$ cat src/rtl/mbstat_pkg.sv
// Package: shared helpers for the multiband statistics accumulator.
// Assumes the band count is small, so triangular indexing is computed at
// elaboration time.
package mbstat_pkg;

    // Number of distinct (i<=j) band pairs for n bands.
    function automatic int num_pairs(input int n);
        return (n * (n + 1)) / 2;
    endfunction

    // Flat index of the first pair in triangle row 'row' for n bands.
    function automatic int row_base(input int row, input int n);
        return row * n - (row * (row - 1)) / 2;
    endfunction

    // Flat index of pair (row, col), col >= row.
    function automatic int pair_index(input int row, input int col, input int n);
        return row_base(row, n) + (col - row);
    endfunction

endpackage

$ cat src/rtl/mbstat_prod.sv
// Module: input capture and product stage.
// Registers every incoming beat once: the band pixels, all upper-triangle
// pixel products, and the valid/last qualifiers. Assumes unsigned pixels.
// This register breaks the multiplier path away from the adders that follow.
module mbstat_prod
    import mbstat_pkg::*;
#(
    parameter int BANDS = 6,
    parameter int PIX_W = 7,
    localparam int NPAIR  = num_pairs(BANDS),
    localparam int PROD_W = 2 * PIX_W
) (
    input  logic                     clk,
    input  logic                     rst_n,
    input  logic                     vld_i,
    input  logic                     last_i,
    input  logic [BANDS*PIX_W-1:0]   pix_i,
    output logic                     vld_o,
    output logic                     last_o,
    output logic [BANDS*PIX_W-1:0]   pix_o,
    output logic [NPAIR*PROD_W-1:0]  prod_o
);

    // Qualifier register: last only counts when the beat is valid.
    always_ff @(posedge clk) begin
        if (!rst_n) begin
            vld_o  <= 1'b0;
            last_o <= 1'b0;
        end else begin
            vld_o  <= vld_i;
            last_o <= vld_i & last_i;
        end
    end

    // Pixel register: loaded only on valid beats.
    always_ff @(posedge clk) begin
        if (!rst_n) begin
            pix_o <= '0;
        end else if (vld_i) begin
            pix_o <= pix_i;
        end
    end

    // One multiplier per upper-triangle pair.
    for (genvar gi = 0; gi < BANDS; gi++) begin : g_row
        for (genvar gj = gi; gj < BANDS; gj++) begin : g_col
            localparam int K = pair_index(gi, gj, BANDS);
            logic [PROD_W-1:0] op_a;
            logic [PROD_W-1:0] op_b;
            logic [PROD_W-1:0] prod_q;

            assign op_a = PROD_W'(pix_i[gi*PIX_W +: PIX_W]);
            assign op_b = PROD_W'(pix_i[gj*PIX_W +: PIX_W]);

            // Product register for pair (gi, gj).
            always_ff @(posedge clk) begin
                if (!rst_n) begin
                    prod_q <= '0;
                end else if (vld_i) begin
                    prod_q <= op_a * op_b;
                end
            end

            assign prod_o[K*PROD_W +: PROD_W] = prod_q;
        end
    end

endmodule

$ cat src/rtl/mbstat_acc.sv
// Module: one clearable accumulator.
// Adds a zero-extended addend when enabled. A clear has priority over an add
// on the same edge. Assumes W is wide enough for the frame, so no saturation.
module mbstat_acc #(
    parameter int W    = 26,
    parameter int IN_W = 7
) (
    input  logic            clk,
    input  logic            rst_n,
    input  logic            clr_i,
    input  logic            add_i,
    input  logic [IN_W-1:0] val_i,
    output logic [W-1:0]    acc_o
);

    logic [W-1:0] addend;
    assign addend = W'(val_i);

    // Running sum register.
    always_ff @(posedge clk) begin
        if (!rst_n) begin
            acc_o <= '0;
        end else if (clr_i) begin
            acc_o <= '0;
        end else if (add_i) begin
            acc_o <= acc_o + addend;
        end
    end

endmodule

$ cat src/rtl/mbstat_ctrl.sv
// Module: frame control.
// Counts the accepted vectors and raises the end-of-frame strobe one edge
// after the last beat leaves the product stage. A start at that same edge
// drops the in-flight beat and cancels the strobe.
module mbstat_ctrl #(
    parameter int CNT_W = 19
) (
    input  logic             clk,
    input  logic             rst_n,
    input  logic             start_i,
    input  logic             vld_i,
    input  logic             last_i,
    output logic [CNT_W-1:0] cnt_o,
    output logic             done_o
);

    // Vector counter, cleared by start.
    always_ff @(posedge clk) begin
        if (!rst_n) begin
            cnt_o <= '0;
        end else if (start_i) begin
            cnt_o <= '0;
        end else if (vld_i) begin
            cnt_o <= cnt_o + 1'b1;
        end
    end

    // End-of-frame strobe, one cycle wide.
    always_ff @(posedge clk) begin
        if (!rst_n) begin
            done_o <= 1'b0;
        end else begin
            done_o <= vld_i & last_i & ~start_i;
        end
    end

endmodule

$ cat src/rtl/mbstat_accum.sv
// Module: multiband mean and covariance accumulator (top).
// Takes one co-registered pattern vector per clock. It keeps per-band sums and
// upper-triangle product sums as unnormalised integers, plus a vector count.
// Assumes the caller keeps frames within the counter and sum widths.
module mbstat_accum
    import mbstat_pkg::*;
#(
    parameter int BANDS = 6,
    parameter int PIX_W = 7,
    parameter int SUM_W = 26,
    parameter int XP_W  = 34,
    parameter int CNT_W = 19,
    localparam int NPAIR  = num_pairs(BANDS),
    localparam int PROD_W = 2 * PIX_W
) (
    input  logic                    clk,
    input  logic                    rst_n,
    input  logic                    start_i,
    input  logic                    vld_i,
    input  logic                    last_i,
    input  logic [BANDS*PIX_W-1:0]  pix_i,
    output logic [BANDS*SUM_W-1:0]  sum_o,
    output logic [NPAIR*XP_W-1:0]   xp_o,
    output logic [CNT_W-1:0]        cnt_o,
    output logic                    done_o
);

    logic                    vld_a;
    logic                    last_a;
    logic [BANDS*PIX_W-1:0]  pix_a;
    logic [NPAIR*PROD_W-1:0] prod_a;

    // Stage A: capture and multiply.
    mbstat_prod #(
        .BANDS (BANDS),
        .PIX_W (PIX_W)
    ) u_prod (
        .clk    (clk),
        .rst_n  (rst_n),
        .vld_i  (vld_i),
        .last_i (last_i),
        .pix_i  (pix_i),
        .vld_o  (vld_a),
        .last_o (last_a),
        .pix_o  (pix_a),
        .prod_o (prod_a)
    );

    // Stage B: per-band sums.
    for (genvar gb = 0; gb < BANDS; gb++) begin : g_band
        mbstat_acc #(
            .W    (SUM_W),
            .IN_W (PIX_W)
        ) u_sum (
            .clk   (clk),
            .rst_n (rst_n),
            .clr_i (start_i),
            .add_i (vld_a),
            .val_i (pix_a[gb*PIX_W +: PIX_W]),
            .acc_o (sum_o[gb*SUM_W +: SUM_W])
        );
    end

    // Stage B: upper-triangle product sums.
    for (genvar gk = 0; gk < NPAIR; gk++) begin : g_pair
        mbstat_acc #(
            .W    (XP_W),
            .IN_W (PROD_W)
        ) u_xp (
            .clk   (clk),
            .rst_n (rst_n),
            .clr_i (start_i),
            .add_i (vld_a),
            .val_i (prod_a[gk*PROD_W +: PROD_W]),
            .acc_o (xp_o[gk*XP_W +: XP_W])
        );
    end

    // Count and end-of-frame strobe.
    mbstat_ctrl #(
        .CNT_W (CNT_W)
    ) u_ctrl (
        .clk     (clk),
        .rst_n   (rst_n),
        .start_i (start_i),
        .vld_i   (vld_a),
        .last_i  (last_a),
        .cnt_o   (cnt_o),
        .done_o  (done_o)
    );

endmodule

$ cat config.mk
export PLATFORM = sky130hd
export DESIGN_NAME = mbstat_accum
export DESIGN_NICKNAME = d
export VERILOG_FILES = /design/src/rtl/mbstat_pkg.sv /design/src/rtl/mbstat_prod.sv /design/src/rtl/mbstat_acc.sv /design/src/rtl/mbstat_ctrl.sv /design/src/rtl/mbstat_accum.sv
export SDC_FILE = /design/constraint.sdc
export NUM_CORES = 2
export LEC_CHECK = 0
export BUFFER_PORTS_ARGS = -buffer_cell sky130_fd_sc_hd__buf_2
export CORE_MARGIN = 2
export CORE_UTILIZATION = 45
export DETAILED_ROUTE_END_ITERATION = 10
export PLACE_DENSITY = 0.61
export SETUP_SLACK_MARGIN = 0.5
export SLEW_MARGIN = 20
export SYNTH_ARGS = -nofsm -noshare
export SYNTH_HDL_FRONTEND = slang
export SYNTH_SLANG_ARGS = --single-unit
$ cat constraint.sdc
create_clock -name clk -period 15.8 [get_ports clk]
set_input_delay 2.37 -clock clk [delete_from_list [all_inputs] [get_ports clk]]
set_output_delay 2.37 -clock clk [all_outputs]
set_load 0.01 [all_outputs]
==> metrics.md <==
| Metric | Value |
|---|---|
| Detailed-router iteration count before antenna repair | `10` |
| Routed Antenna Nets | `0` |
| Pre-CTS setup slack | `7958 ps` |
| Via count of the first global-routing pass | `~76k` |
| Highest clock rate | `142.5 MHz` |
| Shortest period the worst path allows | `7018 ps` |
| Starting DRT DRC Count | `5231` |
| Cell area after synthesis | `just over 90000 um^2` |
| Final Net Count | `~13k` |
| Static power due to leakage | `~0.047 uW` |
| Global placement routability congestion | `slightly above 0.9` |
| Sort of element at the end of the critical path | `register` |
| Unrepaired setup endpoints after global routing | `false` |
| Top-level I/O count | `around 940` |
| Buffers added on ports | `~940` |
| CP Launch Type | `input port` |
| Worst Tran Pin Value | `roughly 1200 ps` |
| Number of rows created at floorplan | `164` |
| Core area | `roughly 200000 um^2` |
| Floorplan die height | `~450 um` |
| Setup skew after layout | `~31 ps` |
| Layout overhead on the synthesized area | `13.18%` |
| Mean cell area of the mapped netlist | `between 8 and 9 um^2` |
| Max rail drop VDD | `between 0.00009 and 0.0001 V` |
| Via count | `~80k` |
| Max H-tree Level | `4` |
| Number of register bits inferred by synthesis | `1216` |
| Fraction of final layout cells with drive strength greater than 1 | `12.41%` |
| Maximum Capacitance Violations | `0` |
| Number of pins with negative max-slew slack in the final report | `0` |
| Setup TNS Final | `0 ps` |
| Post-route insts no fill | `14.02k` |
| Least setup slack across all paths after layout | `about 8800 ps` |
| Synthesized instance count | `10.58k` |
| Reg clk slew, reported paths | `60 ps` |
| Multi-input gate area | `62210 um^2` |
| FF+latch area | `roughly 24000 um^2` |
| Endpoint required time on the critical path | `between 15000 and 20000 ps` |
| Part of the Yosys area used for sequential elements | `26.79%` |
| Number of nets in the synthesized netlist | `roughly 12k` |
| All-Layer GR Usage | `28.55%` |
| Worst endpoint data arrival time | `a little under 8000 ps` |
| Class of the most critical hold timing path | `register to register` |
| Final hold viol count | `0` |
| Full die area | `roughly 200000 um^2` |
| Count of synthesis-stage warnings from yosys | `0` |
| Cell depth of the worst min-delay path | `2` |
| Post-cts gate resize count | `0` |
| Number of buffers added to fix hold violations after cts | `0` |
| Starting Density | `a little under half` |
| Filler cell count | `about 19k` |
| Maximum buffer depth of the clock tree | `3` |
| Worst-case reg-to-reg path depth | `9` |
| PwrDens | `approximately 100 nW/um^2` |
| Post-CTS Setup Inserts | `0` |
| Outcome | `finished, violations left` |
| Horizontal die dimension | `about 450 um` |
| Clock root buffer | `sky130_fd_sc_hd__clkbuf_16` |
| DR WL/cell | `21.51 um` |
| Number of failing setup endpoints in the final timing report | `0` |
| Top FF cell, synth | `sky130_fd_sc_hd__dfxtp_1` |
| Critical Path Fanout Max | `41` |
| Pin count of the biggest net entering global routing | `around 130` |
| HPWL after detailed placement | `225400 um` |
| Violated checks | `design-rule violations` |
| Count of flip-flops with a built-in enable after synthesis | `0` |
| Worst relative slew slack | `between 15 and 20%` |
| Number of antenna violations at the first check in global routing | `19` |
| Final instance area | `between 100000 and 150000 um^2` |
| DP Area | `around 98000 um^2` |
| Overflow after GRT | `0` |
| Global-route wire length before repair | `457300 um` |
| CTS buffer count | `147` |
| Clock sinks | `about 1.2k` |
| Final worst path period share | `44.42%` |
| Remaining DRCs | `2` |
| Count of cell types in the netlist | `roughly 100` |
| Clock network latency to the later pin of the worst-skew pair | `~840 ps` |
| Number of cells after detailed placement | `roughly 14k` |
| Async set or reset register ratio after synthesis | `0%` |
| Critical path class | `input port to register` |
| Ratio of routed vias to standard cells | `between 5 and 6` |
| Final routed wirelength across all metal layers | `roughly 300000 um` |
| TritonCTS clock tree | `yes` |
## Yosys cell counts (17+ instances only)
cell type,count,area (um^2)
sky130_fd_sc_hd__xor2_1,275,2409
sky130_fd_sc_hd__o311ai_0,48,420.4
sky130_fd_sc_hd__nand2_1,759,2849
sky130_fd_sc_hd__nor3b_1,31,232.7
sky130_fd_sc_hd__nand3_1,240,1201
sky130_fd_sc_hd__mux2i_1,345,3453
sky130_fd_sc_hd__or2_2,49,306.5
sky130_fd_sc_hd__dfxtp_1,1216,24340
sky130_fd_sc_hd__a31o_2,33,289.0
sky130_fd_sc_hd__buf_1,41,153.9
sky130_fd_sc_hd__clkbuf_1,439,1648
sky130_fd_sc_hd__and2_1,625,3910
sky130_fd_sc_hd__or4_1,26,195.2
sky130_fd_sc_hd__fa_1,458,9169
sky130_fd_sc_hd__nor3_1,200,1001
sky130_fd_sc_hd__inv_1,635,2384
sky130_fd_sc_hd__ha_1,966,12090
sky130_fd_sc_hd__o21bai_1,60,450.4
sky130_fd_sc_hd__o21ai_0,351,1757
sky130_fd_sc_hd__o211ai_1,57,427.9
sky130_fd_sc_hd__and3_1,153,957.2
sky130_fd_sc_hd__and4_1,43,376.6
sky130_fd_sc_hd__o21a_1,62,465.5
sky130_fd_sc_hd__buf_2,32,160.2
sky130_fd_sc_hd__a21boi_0,18,135.1
sky130_fd_sc_hd__nand2b_1,43,269.0
sky130_fd_sc_hd__a2111oi_0,19,166.4
sky130_fd_sc_hd__nor4b_1,24,210.2
sky130_fd_sc_hd__xnor2_1,521,4563
sky130_fd_sc_hd__a31oi_1,46,287.8
sky130_fd_sc_hd__a21oi_1,621,3108
sky130_fd_sc_hd__nor2b_1,102,638.1
sky130_fd_sc_hd__nor4_1,37,231.5
sky130_fd_sc_hd__a211oi_1,121,908.4
sky130_fd_sc_hd__or3_1,142,888.4
sky130_fd_sc_hd__nand4_1,107,669.4
sky130_fd_sc_hd__a311oi_1,17,148.9
sky130_fd_sc_hd__o31ai_1,25,187.7
sky130_fd_sc_hd__a32oi_1,17,148.9
sky130_fd_sc_hd__a21o_1,130,975.9
sky130_fd_sc_hd__nor2_1,1211,4546
## cell families after synthesis
group	share of synthesized area [%]
multiplexers	3.825
buffers and inverters	4.844
AO/OA/AOI/OAI	12.74
flip-flops	26.79
AND/OR/NAND/NOR	20.74
adder cells (fa/ha/maj)	23.39
XOR/XNOR	7.672
## flip-flops by register name, summed over array words and instances (netlist names)
signal / cells
u_prod.last_o: 1
u_prod.vld_o: 1
u_prod.pix_o: 36
g_band.u_sum.acc_o: 156
u_ctrl.cnt_o: 19
u_ctrl.done_o: 1
u_prod.g_row.g_col.prod_q: 288
g_pair.u_xp.acc_o: 714
## worst paths after layout
check,start,end,slack (ps)
max,pix_i[30],u_prod.g_row[4].g_col[4].prod_q[13]$_SDFFE_PN0P_,8780
min,u_prod.g_row[2].g_col[5].prod_q[8]$_SDFFE_PN0P_,u_prod.g_row[2].g_col[5].prod_q[8]$_SDFFE_PN0P_,470
max reg2reg,u_prod.vld_o$_SDFF_PN0_,g_pair[3].u_xp.acc_o[33]$_SDFFE_PP0P_,11490
min reg2reg,u_prod.g_row[2].g_col[5].prod_q[8]$_SDFFE_PN0P_,u_prod.g_row[2].g_col[5].prod_q[8]$_SDFFE_PN0P_,470
## area by class of cell
type | count | area share [%]
Multi-Input combinational cell | 8209 | 60.49
Sequential cell | 1216 | 23.67
Clock inverter | 60 | 0.7591
Tap cell | 2656 | 3.231
Clock buffer | 205 | 4.181
Inverter | 639 | 2.349
Antenna cell | 6 | 0.01460
Timing Repair Buffer | 1026 | 5.305
## metal layers
metal | track usage (%) | share of wire [%] | vias up
met4 | 13.77 | 5.3 | 12
li1 | - | - | 37676
met5 | 0 | 0.027 | -
met1 | 36.44 | 43 | 38473
met3 | 4.389 | 5.6 | 595
met2 | 47.01 | 46 | 2051
## placed cells by master, fill, tap and decap left out, types with 130 or more instances in the layout
cell type                      n
sky130_fd_sc_hd__buf_2       935
sky130_fd_sc_hd__xor2_1      275
sky130_fd_sc_hd__nor3_1      200
sky130_fd_sc_hd__nand2_1     757
sky130_fd_sc_hd__mux2i_1     345
sky130_fd_sc_hd__o21ai_0     350
sky130_fd_sc_hd__or3_1       142
sky130_fd_sc_hd__a21o_1      130
sky130_fd_sc_hd__nor2_1     1209
sky130_fd_sc_hd__and2_1      625
sky130_fd_sc_hd__a21oi_1     619
sky130_fd_sc_hd__fa_1        458
sky130_fd_sc_hd__ha_1        966
sky130_fd_sc_hd__nand3_1     240
sky130_fd_sc_hd__and3_1      153
sky130_fd_sc_hd__xnor2_1     521
sky130_fd_sc_hd__inv_1       632
sky130_fd_sc_hd__clkbuf_16   150
sky130_fd_sc_hd__dfxtp_1    1215
## worst max-delay path, cell delays in order
cell                       delay (ps)
sky130_fd_sc_hd__buf_2             80
sky130_fd_sc_hd__buf_4            430
sky130_fd_sc_hd__inv_1            320
sky130_fd_sc_hd__nor2_1           240
sky130_fd_sc_hd__ha_1             290
sky130_fd_sc_hd__xor2_1           180
sky130_fd_sc_hd__fa_1             480
sky130_fd_sc_hd__inv_1             50
sky130_fd_sc_hd__fa_1             540
sky130_fd_sc_hd__inv_1             60
sky130_fd_sc_hd__fa_1             520
sky130_fd_sc_hd__inv_1             50
sky130_fd_sc_hd__ha_1             320
sky130_fd_sc_hd__and2_1           160
sky130_fd_sc_hd__o21ai_0          160
sky130_fd_sc_hd__o21ai_1          130
sky130_fd_sc_hd__or4_1            420
sky130_fd_sc_hd__a31oi_1          280
sky130_fd_sc_hd__nor2b_1          100
sky130_fd_sc_hd__o2111a_1         260
sky130_fd_sc_hd__a211o_1          260
## stage by stage
step / util, % / power [uW] / hold WS, ps
3_5_place_dp: 48.79 / 7113 / 461.8
3_3_place_gp: 48.78 / 7046 / 457.4
6_report: 51.35 / 10660 / 470.1
4_1_cts: 51.33 / 10730 / 472.0
2_1_floorplan: - / 6125 / 426.2
5_1_grt: 51.35 / 11320 / 478.6
## power by group
| part | switching, uW | internal (uW) | total (uW) |
|---|---|---|---|
| clock | 1480 | 2100 | 3580 |
| sequential | 273 | 3280 | 3550 |
| combinational | 2040 | 1490 | 3530 |
No activity file was read; power rests on OpenSTA's default activity.
